<file path="config.mk">
export PLATFORM = sky130hd
export DESIGN_NAME = thr_offset_cal
export DESIGN_NICKNAME = d
export VERILOG_FILES = /design/src/rtl/calib_pkg.sv /design/src/rtl/calib_dp.sv /design/src/rtl/calib_ctrl.sv /design/src/rtl/thr_offset_cal.sv
export SDC_FILE = /design/constraint.sdc
export NUM_CORES = 1
export LEC_CHECK = 0
export BUFFER_PORTS_ARGS = -buffer_cell sky130_fd_sc_hd__buf_2
export CAP_MARGIN = 40
export CORE_MARGIN = 10
export CORE_UTILIZATION = 50
export DETAILED_ROUTE_END_ITERATION = 7
export PLACE_DENSITY = 0.76
export SLEW_MARGIN = 5
export SYNTH_ARGS = -nofsm -noshare
export SYNTH_HDL_FRONTEND = slang
export SYNTH_SLANG_ARGS = --single-unit
</file>
<file path="constraint.sdc">
create_clock -name clk -period 4.6 [get_ports clk]
set_clock_uncertainty 0.1 [all_clocks]
set_input_delay 0.69 -clock clk [delete_from_list [all_inputs] [get_ports clk]]
set_output_delay 0.69 -clock clk [all_outputs]
set_load 0.02 [all_outputs]
</file>
<file path="src/rtl/calib_pkg.sv">
package calib_pkg;
  // Strobes from the controller to the datapath
  typedef struct packed {
    logic clrAddr;
    logic incAddr;
    logic ldThr;
    logic incRamp;
    logic ldPrev;
    logic ldFlip;
    logic setErr;
  } ctrlStrobes_t;
endpackage

</file>
<file path="src/rtl/calib_dp.sv">
module calib_dp
  import calib_pkg::*;
#(
  parameter int DATA_W  = 8,
  parameter int NUM_THR = 11520,
  parameter int ADDR_W  = 14
) (
  input  logic              clk,
  input  logic              rstN,
  input  ctrlStrobes_t      strb,
  input  logic [DATA_W-1:0] memRdData,
  input  logic              cmpDecision,
  output logic [ADDR_W-1:0] addr,
  output logic [DATA_W-1:0] thrReg,
  output logic [DATA_W-1:0] ramp,
  output logic              prevQ,
  output logic              havePrev,
  output logic              rampLast,
  output logic              addrLast,
  output logic [DATA_W-1:0] corrVal,
  output logic              errFlag
);
  localparam int SW = DATA_W + 2;
  localparam logic signed [SW-1:0] MAXV = SW'((1 << DATA_W) - 1);

  logic [DATA_W-1:0] flipCode;
  logic signed [SW-1:0] diff;

  always_ff @(posedge clk) begin
    if (!rstN) begin
      addr     <= '0;
      thrReg   <= '0;
      ramp     <= '0;
      prevQ    <= 1'b0;
      havePrev <= 1'b0;
      flipCode <= '0;
      errFlag  <= 1'b0;
    end else begin
      if (strb.clrAddr)      addr <= '0;
      else if (strb.incAddr) addr <= addr + 1'b1;
      if (strb.ldThr) begin
        thrReg   <= memRdData;
        ramp     <= '0;
        havePrev <= 1'b0;
      end else if (strb.incRamp) begin
        ramp <= ramp + 1'b1;
      end
      if (strb.ldPrev) begin
        prevQ    <= cmpDecision;
        havePrev <= 1'b1;
      end
      if (strb.ldFlip) flipCode <= ramp;
      if (strb.setErr) errFlag <= 1'b1;
    end
  end

  assign rampLast = (ramp == {DATA_W{1'b1}});
  assign addrLast = (addr == ADDR_W'(NUM_THR - 1));

  // corrected = T - (F - T) = 2T - F, clamped to the code range
  always_comb begin
    diff = $signed({1'b0, thrReg, 1'b0}) - $signed({2'b00, flipCode});
    if (diff < 0)          corrVal = '0;
    else if (diff > MAXV)  corrVal = '1;
    else                   corrVal = diff[DATA_W-1:0];
  end
endmodule

</file>
<file path="src/rtl/calib_ctrl.sv">
module calib_ctrl
  import calib_pkg::*;
(
  input  logic         clk,
  input  logic         rstN,
  input  logic         start,
  input  logic         cmpRespValid,
  input  logic         cmpDecision,
  input  logic         prevQ,
  input  logic         havePrev,
  input  logic         rampLast,
  input  logic         addrLast,
  output ctrlStrobes_t strb,
  output logic         memRdEn,
  output logic         memWrEn,
  output logic         cmpReq,
  output logic         done
);
  typedef enum logic [2:0] {
    S_IDLE, S_RD, S_LATCH, S_REQ, S_WAIT, S_WR, S_FIN
  } state_t;

  state_t state, nextState;

  always_ff @(posedge clk) begin
    if (!rstN) state <= S_IDLE;
    else       state <= nextState;
  end

  always_comb begin
    nextState = state;
    strb      = '0;
    memRdEn   = 1'b0;
    memWrEn   = 1'b0;
    cmpReq    = 1'b0;
    done      = 1'b0;
    unique case (state)
      S_IDLE: if (start) begin
        strb.clrAddr = 1'b1;
        nextState    = S_RD;
      end
      S_RD: begin
        memRdEn   = 1'b1;
        nextState = S_LATCH;
      end
      S_LATCH: begin
        strb.ldThr = 1'b1;
        nextState  = S_REQ;
      end
      S_REQ: begin
        cmpReq    = 1'b1;
        nextState = S_WAIT;
      end
      S_WAIT: if (cmpRespValid) begin
        strb.ldPrev = 1'b1;
        if (havePrev && (cmpDecision != prevQ)) begin
          strb.ldFlip = 1'b1;
          nextState   = S_WR;
        end else if (rampLast) begin
          strb.setErr = 1'b1;
          if (addrLast) nextState = S_FIN;
          else begin
            strb.incAddr = 1'b1;
            nextState    = S_RD;
          end
        end else begin
          strb.incRamp = 1'b1;
          nextState    = S_REQ;
        end
      end
      S_WR: begin
        memWrEn = 1'b1;
        if (addrLast) nextState = S_FIN;
        else begin
          strb.incAddr = 1'b1;
          nextState    = S_RD;
        end
      end
      S_FIN: begin
        done      = 1'b1;
        nextState = S_IDLE;
      end
      default: nextState = S_IDLE;
    endcase
  end
endmodule

</file>
<file path="src/rtl/thr_offset_cal.sv">
module thr_offset_cal
  import calib_pkg::*;
#(
  parameter int DATA_W  = 8,
  parameter int NUM_THR = 11520,
  localparam int ADDR_W = (NUM_THR > 1) ? $clog2(NUM_THR) : 1
) (
  input  logic              clk,
  input  logic              rstN,
  input  logic              start,
  output logic              done,
  output logic              noFlipErr,
  output logic              memRdEn,
  output logic [ADDR_W-1:0] memRdAddr,
  input  logic [DATA_W-1:0] memRdData,
  output logic              memWrEn,
  output logic [ADDR_W-1:0] memWrAddr,
  output logic [DATA_W-1:0] memWrData,
  output logic              cmpReq,
  output logic [DATA_W-1:0] cmpThr,
  output logic [DATA_W-1:0] cmpPix,
  input  logic              cmpRespValid,
  input  logic              cmpDecision
);
  ctrlStrobes_t      strb;
  logic [ADDR_W-1:0] addr;
  logic [DATA_W-1:0] thrReg, ramp, corrVal;
  logic              prevQ, havePrev, rampLast, addrLast;

  calib_ctrl u_ctrl (
    .clk(clk), .rstN(rstN), .start(start),
    .cmpRespValid(cmpRespValid), .cmpDecision(cmpDecision),
    .prevQ(prevQ), .havePrev(havePrev), .rampLast(rampLast), .addrLast(addrLast),
    .strb(strb), .memRdEn(memRdEn), .memWrEn(memWrEn), .cmpReq(cmpReq), .done(done)
  );

  calib_dp #(.DATA_W(DATA_W), .NUM_THR(NUM_THR), .ADDR_W(ADDR_W)) u_dp (
    .clk(clk), .rstN(rstN), .strb(strb), .memRdData(memRdData),
    .cmpDecision(cmpDecision), .addr(addr), .thrReg(thrReg), .ramp(ramp),
    .prevQ(prevQ), .havePrev(havePrev), .rampLast(rampLast), .addrLast(addrLast),
    .corrVal(corrVal), .errFlag(noFlipErr)
  );

  assign memRdAddr = addr;
  assign memWrAddr = addr;
  assign memWrData = corrVal;
  assign cmpThr    = thrReg;
  assign cmpPix    = ramp;
endmodule

</file>
== After elaboration in Yosys (flattened, before gate mapping) ==
Index checks and enable logic that the tools add are counted.
Storage, ports and cells
  flip-flop bits (word level): 44
  input bits: 13
  output and inout bits: 57
  logic and storage cells: 60
Cells by class
  add/subtract/negate cells: 3
  magnitude comparators: 2
  equality and inequality tests: 11
  multiplexer cells: 29
  bitwise logic cells: 1
  reduce and logical (&&, ||, !) cells: 6
Operator list (number)
  $mux 1: 18
  $pmux 3 s6: 1
  $mux 8: 2
  $mux 3: 5
  $add 14x1->14 const B: 1
  $eq 14x14->1 const B: 1
  $gt 10x9->1 const B: 1
  $lt 10x1->1 const B: 1
  $sub 9x8->10: 1
  $eq 3x3->1 const B: 3
  $add 8x1->8 const B: 1
  $eq 8x8->1 const B: 1
  $mux 4: 2
  $eq 3x2->1 const B: 2
  $ne 2x2->1 const B: 2
  $reduce_or 2->1: 2
  $eq 3x1->1 const B: 1
  $logic_not 3->1: 1
  $pmux 1 s2: 1
  $reduce_and 2->1: 1
  $reduce_bool 2->1: 1
  $logic_and 1x1->1: 1
  $ne 1x1->1: 1
  $not 1->1: 1

== Logic depth before layout (Yosys ltp) ==
  word-level depth: 6
  mapped depth: 8
  mapped depth without buffers: 7

== By module ==
Synthesis repeated with hierarchy kept, for this count alone.
Second synthesis, totals
  cells, all modules: 290
  area total of the unflattened synthesis: 2568.7 µm²
By module, submodules not included
  calib_dp: instances 1, cells each 227, area each 2093.3 µm², seq. area each 820.8 µm²
  calib_ctrl: instances 1, cells each 49, area each 370.4 µm², seq. area each 60.1 µm²
  thr_offset_cal: instances 1, cells each 14, area each 105.1 µm², seq. area each 0.0 µm²

== Least setup slack after synthesis ==
OpenSTA, ideal clock, no wires.
  path kind: flip-flop to output port
  from: reg u_dp.thrReg[3]
  to: out memWrData[0]
  data arrival time: 2.137 ns
  required time: 3.810 ns
  path slack: 1.673 ns
  stages on the path, launching flop included: 8
  buffers on the path: 1
  cell sequence: dfxtp_1 > ha_1 > clkbuf_1 > or3_1 > a31oi_1 > a211oi_1 > nor3_1 > a21oi_1
Between the ends
  word-level cells in the longest chain between the ends: 4
  elaborated cells between the ends (all ways): 5
  classes of those cells: add/sub: 1; order compare: 2; mux: 2
RTL lines
  start: declaration: RTL line calib_dp.sv:14  | output logic [DATA_W-1:0] thrReg,
  start signal: assignment: RTL line calib_dp.sv:42  | thrReg <= memRdData;
  $sub 9x8->10 *: RTL line calib_dp.sv:62  | diff = $signed({1'b0, thrReg, 1'b0}) - $signed({2'b00, flipCode});
  $gt 10x9->1: RTL line calib_dp.sv:64  | else if (diff > MAXV) corrVal = '1;
  $mux 8: RTL line calib_dp.sv:64
  $mux 8 *: RTL line calib_dp.sv:63  | if (diff < 0) corrVal = '0;
  end: declaration: RTL line thr_offset_cal.sv:18  | output logic [DATA_W-1:0] memWrData,
Every way passes the cells marked *; elsewhere a longest branch is shown, timed or not.

== Final worst setup path ==
  from: reg u_dp.flipCode[6]
  to: out memWrData[6]
Between the ends
  word-level cells in the longest chain between the ends: 4
  elaborated cells between the ends (all ways): 5
  classes of those cells: add/sub: 1; order compare: 2; mux: 2
RTL lines
  start: declaration: RTL line calib_dp.sv:26  | logic [DATA_W-1:0] flipCode;
  start signal: assignment: RTL line calib_dp.sv:52  | if (strb.ldFlip) flipCode <= ramp;
  $sub 9x8->10 *: RTL line calib_dp.sv:62
  $gt 10x9->1: RTL line calib_dp.sv:64
  $mux 8: RTL line calib_dp.sv:64
  $mux 8 *: RTL line calib_dp.sv:63
Marks and branches as above.

==> load_flow_metrics.sql <==
INSERT INTO impl_metrics (metric_group, metric, value, unit) VALUES
('synth', 'synth_top_family_by_area', 'simple AND/OR/NAND/NOR gates', ''),
('grt', 'initial_antenna_violation_count', '0', ''),
('clock_network', 'cts_root_buffer', 'sky130_fd_sc_hd__clkbuf_8', ''),
('synth', 'complex_gate_fraction_of_the_synthesized_area', '0.213', ''),
('sta', 'max_freq', '0.292', 'GHz'),
('grt', 'largest_net_degree_at_the_start_of_global_routing', '24', ''),
('synth', 'synth_enable_flop_cells', '0', ''),
('synth', 'dominantRegCellSynth', 'sky130_fd_sc_hd__dfxtp_1', ''),
('clock_network', 'cts.reportedPaths.clkPinSlew', '0.08', 'ns'),
('detailed_routing', 'firstDrtPassIters', '4', ''),
('sta', 'setup-violations-final', '0', ''),
('worst_setup_path', 'cp_max_fo', '7', ''),
('synth', 'synthesis.instances', '331', ''),
('synth', 'synthMuxAreaShare', '0.0186', ''),
('synth', 'synth-simple-area-share', '0.252', ''),
('sta', 'finalHoldViolCount', '0', ''),
('synth', 'synth_adder_area_share', '0.0494', ''),
('floorplanning', 'io-pin-count', '70', ''),
('power_and_ir_drop', 'worst_case_vdd_ir_drop', '0.183', 'mV'),
('sta', 'worst_slew_margin_rel', '0.540', ''),
('grt', 'via_count_of_the_first_global_routing_pass', '2247', ''),
('hold_path', 'worst_hold_path.num_cells', '2', ''),
('worst_setup_path', 'critical_path_required', '3.81', 'ns'),
('clock_network', 'tritoncts', 'yes', ''),
('detailed_routing', 'ant_nets', '0', ''),
('detailed_routing', 'avgViaCountPerCell', '5.41', ''),
('clock_network', 'ctsHtreeMaxLevel', '2', ''),
('worst_setup_path', 'r2r.worst_path.cells', '6', ''),
('worst_setup_path', 'timing_worst_setup_path_type', 'register to output pin', ''),
('finish', 'final_area', '0.00304', 'mm2'),
('floorplanning', 'die_h', '93.3', 'um'),
('synth', 'synth.yosys.seq_area_share', '0.328', ''),
('synth', 'synth_top_area_share', '0.328', ''),
('power_and_ir_drop', 'p_leak', '1.31', 'nW'),
('clock_network', 'cts.repair.resized', '0', ''),
('detailed_routing', 'routed_wire_length_per_instance', '14.0', 'um'),
('synth', 'ys_seq_elements', '44', ''),
('finish', 'area_added_between_synthesis_and_finish', '13.2', '%'),
('floorplanning', 'die_width', '93.3', 'um'),
('finish', 'antennaDiodeCount', '0', ''),
('sta', 'worstMarginPinSlew', '0.684', 'ns'),
('synth', 'async_flop_share', '0', ''),
('clock_network', 'cts.repair_timing.setup_buffer_count', '0', ''),
('clock_network', 'cts.sink_count', '44', ''),
('sta', 'finalSetupTns', '0', 'ns'),
('detailed_routing', 'first_iter_violations', '80', ''),
('synth', 'postSynthNetCount', '354', ''),
('synth', 'dominant_cell_type_by_area_after_synthesis', 'sky130_fd_sc_hd__dfxtp_1', ''),
('power_and_ir_drop', 'power_frac_clock', '0.301', ''),
('synth', 'synth_area', '0.00269', 'mm2'),
('power_and_ir_drop', 'internal_power', '571', 'uW'),
('power_and_ir_drop', 'pwr_density_cell', '269', 'mW/mm2'),
('floorplanning', 'die_area', '0.00870', 'mm2'),
('flow_run', 'maximum_capacitance_violations', '0', ''),
('worst_setup_path', 'cp-start-kind', 'register', ''),
('place', 'io_port_bufs', '69', ''),
('hold_path', 'hold_path_class', 'register to register', ''),
('synth', 'synth-xor-area-share', '0.0554', ''),
('detailed_routing', 'detail_route.drc_violations', '0', ''),
('clock_network', 'ctsLongestPathBuffers', '2', ''),
('finish', 'nFillCells', '496', ''),
('clock_network', 'cts_made_buffers', '5', ''),
('detailed_routing', 'wirelength', '6300', 'um'),
('finish', 'layout.cells.non_filler', '449', ''),
('synth', 'synth-warning-count', '0', ''),
('sta', 'rsz0062_at_grt', 'false', ''),
('status', 'run_status', 'finished clean', ''),
('synth', 'avgSynthCellArea', '8.12', 'um2'),
('power_and_ir_drop', 'comb_power_share', '0.212', ''),
('place', 'place.detailed.instances', '441', ''),
('place', 'post_dp_cell_area', '0.00295', 'mm2');
-- critical path, cell delays in order, from the launching register on --
cell	delay [ns]
sky130_fd_sc_hd__dfxtp_1	0.33
sky130_fd_sc_hd__inv_1	0.05
sky130_fd_sc_hd__ha_1	0.34
sky130_fd_sc_hd__a2111oi_0	0.56
sky130_fd_sc_hd__a211oi_1	0.19
sky130_fd_sc_hd__nor3_1	0.57
sky130_fd_sc_hd__a21oi_1	0.11
sky130_fd_sc_hd__buf_2	0.20
-- layout make-up --
type	count	area, um2	share of cell area
clock buffer	6	82.6	0.0271
clock inverter	2	10.0	0.00329
inverter	14	52.6	0.0173
multi-input combinational	244	1580	0.520
sequential	44	881	0.290
tap	70	87.6	0.0288
timing repair buffer	69	345	0.114
-- logic make-up (layout without fill, tap and decap cells) --
| family | after synthesis | count (layout) |
|---|---|---|
| multiplexers | 5 | 5 |
| XOR/XNOR | 17 | 17 |
| AO/OA/AOI/OAI | 82 | 82 |
| buffers and inverters | 43 | 91 |
| AND/OR/NAND/NOR | 130 | 130 |
| adder cells (fa/ha/maj) | 10 | 10 |
| flip-flops | 44 | 44 |
-- per-layer routing --
| layer | vias to the layer above | wire [um] | global-route usage |
|---|---|---|---|
| met4 | 0 | 42 | 0.0308 |
| li1 | 1267 | - | - |
| met3 | 4 | 367 | 0.0384 |
| met1 | 1102 | 3030 | 0.194 |
| met5 | - | 0 | 0 |
| met2 | 58 | 2860 | 0.226 |
-- state kept, by name, summed over array words and instances (netlist names) --
signal         flops
u_ctrl.state       3
u_dp.addr         14
u_dp.errFlag       1
u_dp.flipCode      8
u_dp.havePrev      1
u_dp.prevQ         1
u_dp.ramp          8
u_dp.thrReg        8
-- final timing paths --
check                                   to                           from
max                           memWrData[6]  u_dp.flipCode[6]$_SDFFE_PN0P_
min          u_dp.flipCode[4]$_SDFFE_PN0P_  u_dp.flipCode[4]$_SDFFE_PN0P_
max reg2reg     u_dp.addr[13]$_SDFFE_PP0P_      u_dp.ramp[0]$_SDFFE_PP0P_
min reg2reg  u_dp.flipCode[4]$_SDFFE_PN0P_  u_dp.flipCode[4]$_SDFFE_PN0P_
-- cells in the final DEF, fill, tap and decap left out, types with 3 or more instances in the layout --
cell                         n
sky130_fd_sc_hd__mux2i_1     5
sky130_fd_sc_hd__or4_1       5
sky130_fd_sc_hd__o2111ai_1   3
sky130_fd_sc_hd__ha_1        9
sky130_fd_sc_hd__nor2b_1     6
sky130_fd_sc_hd__or3_1       5
sky130_fd_sc_hd__buf_2      69
sky130_fd_sc_hd__nand3_1    15
sky130_fd_sc_hd__xor2_1     14
sky130_fd_sc_hd__o31ai_1     6
sky130_fd_sc_hd__a21boi_0   17
sky130_fd_sc_hd__a21oi_1    24
sky130_fd_sc_hd__nor2_1     20
sky130_fd_sc_hd__xnor2_1     3
sky130_fd_sc_hd__a21o_1      4
sky130_fd_sc_hd__nor3b_1     3
sky130_fd_sc_hd__inv_1      14
sky130_fd_sc_hd__nand4_1     4
sky130_fd_sc_hd__clkbuf_8    6
sky130_fd_sc_hd__o21ai_0     7
sky130_fd_sc_hd__a31oi_1     3
sky130_fd_sc_hd__and2_1      7
sky130_fd_sc_hd__nand2_1    47
sky130_fd_sc_hd__dfxtp_1    44
sky130_fd_sc_hd__and4_1      4
-- metrics by stage --
step           setup slack, ns  power, mW  hold slack (ns)  utilization
4_1_cts                   1.17      0.826            0.369        0.588
3_5_place_dp              1.51      0.581            0.358        0.570
3_3_place_gp              1.63      0.579            0.353        0.570
6_report                  1.18      0.817            0.365        0.588
2_1_floorplan             1.67      0.532            0.343            -
5_1_grt                  0.853      0.864            0.384        0.588
-- power by group through the flow --
stage	Clock (mW)	Combinational, mW	Sequential [mW]
3_5_place_dp	0	0.174	0.407
2_1_floorplan	0	0.129	0.403
5_1_grt	0.269	0.195	0.400
6_report	0.246	0.173	0.398
4_1_cts	0.253	0.175	0.398
3_3_place_gp	0	0.173	0.406
Note: power is estimated with default switching activity, not from simulation.
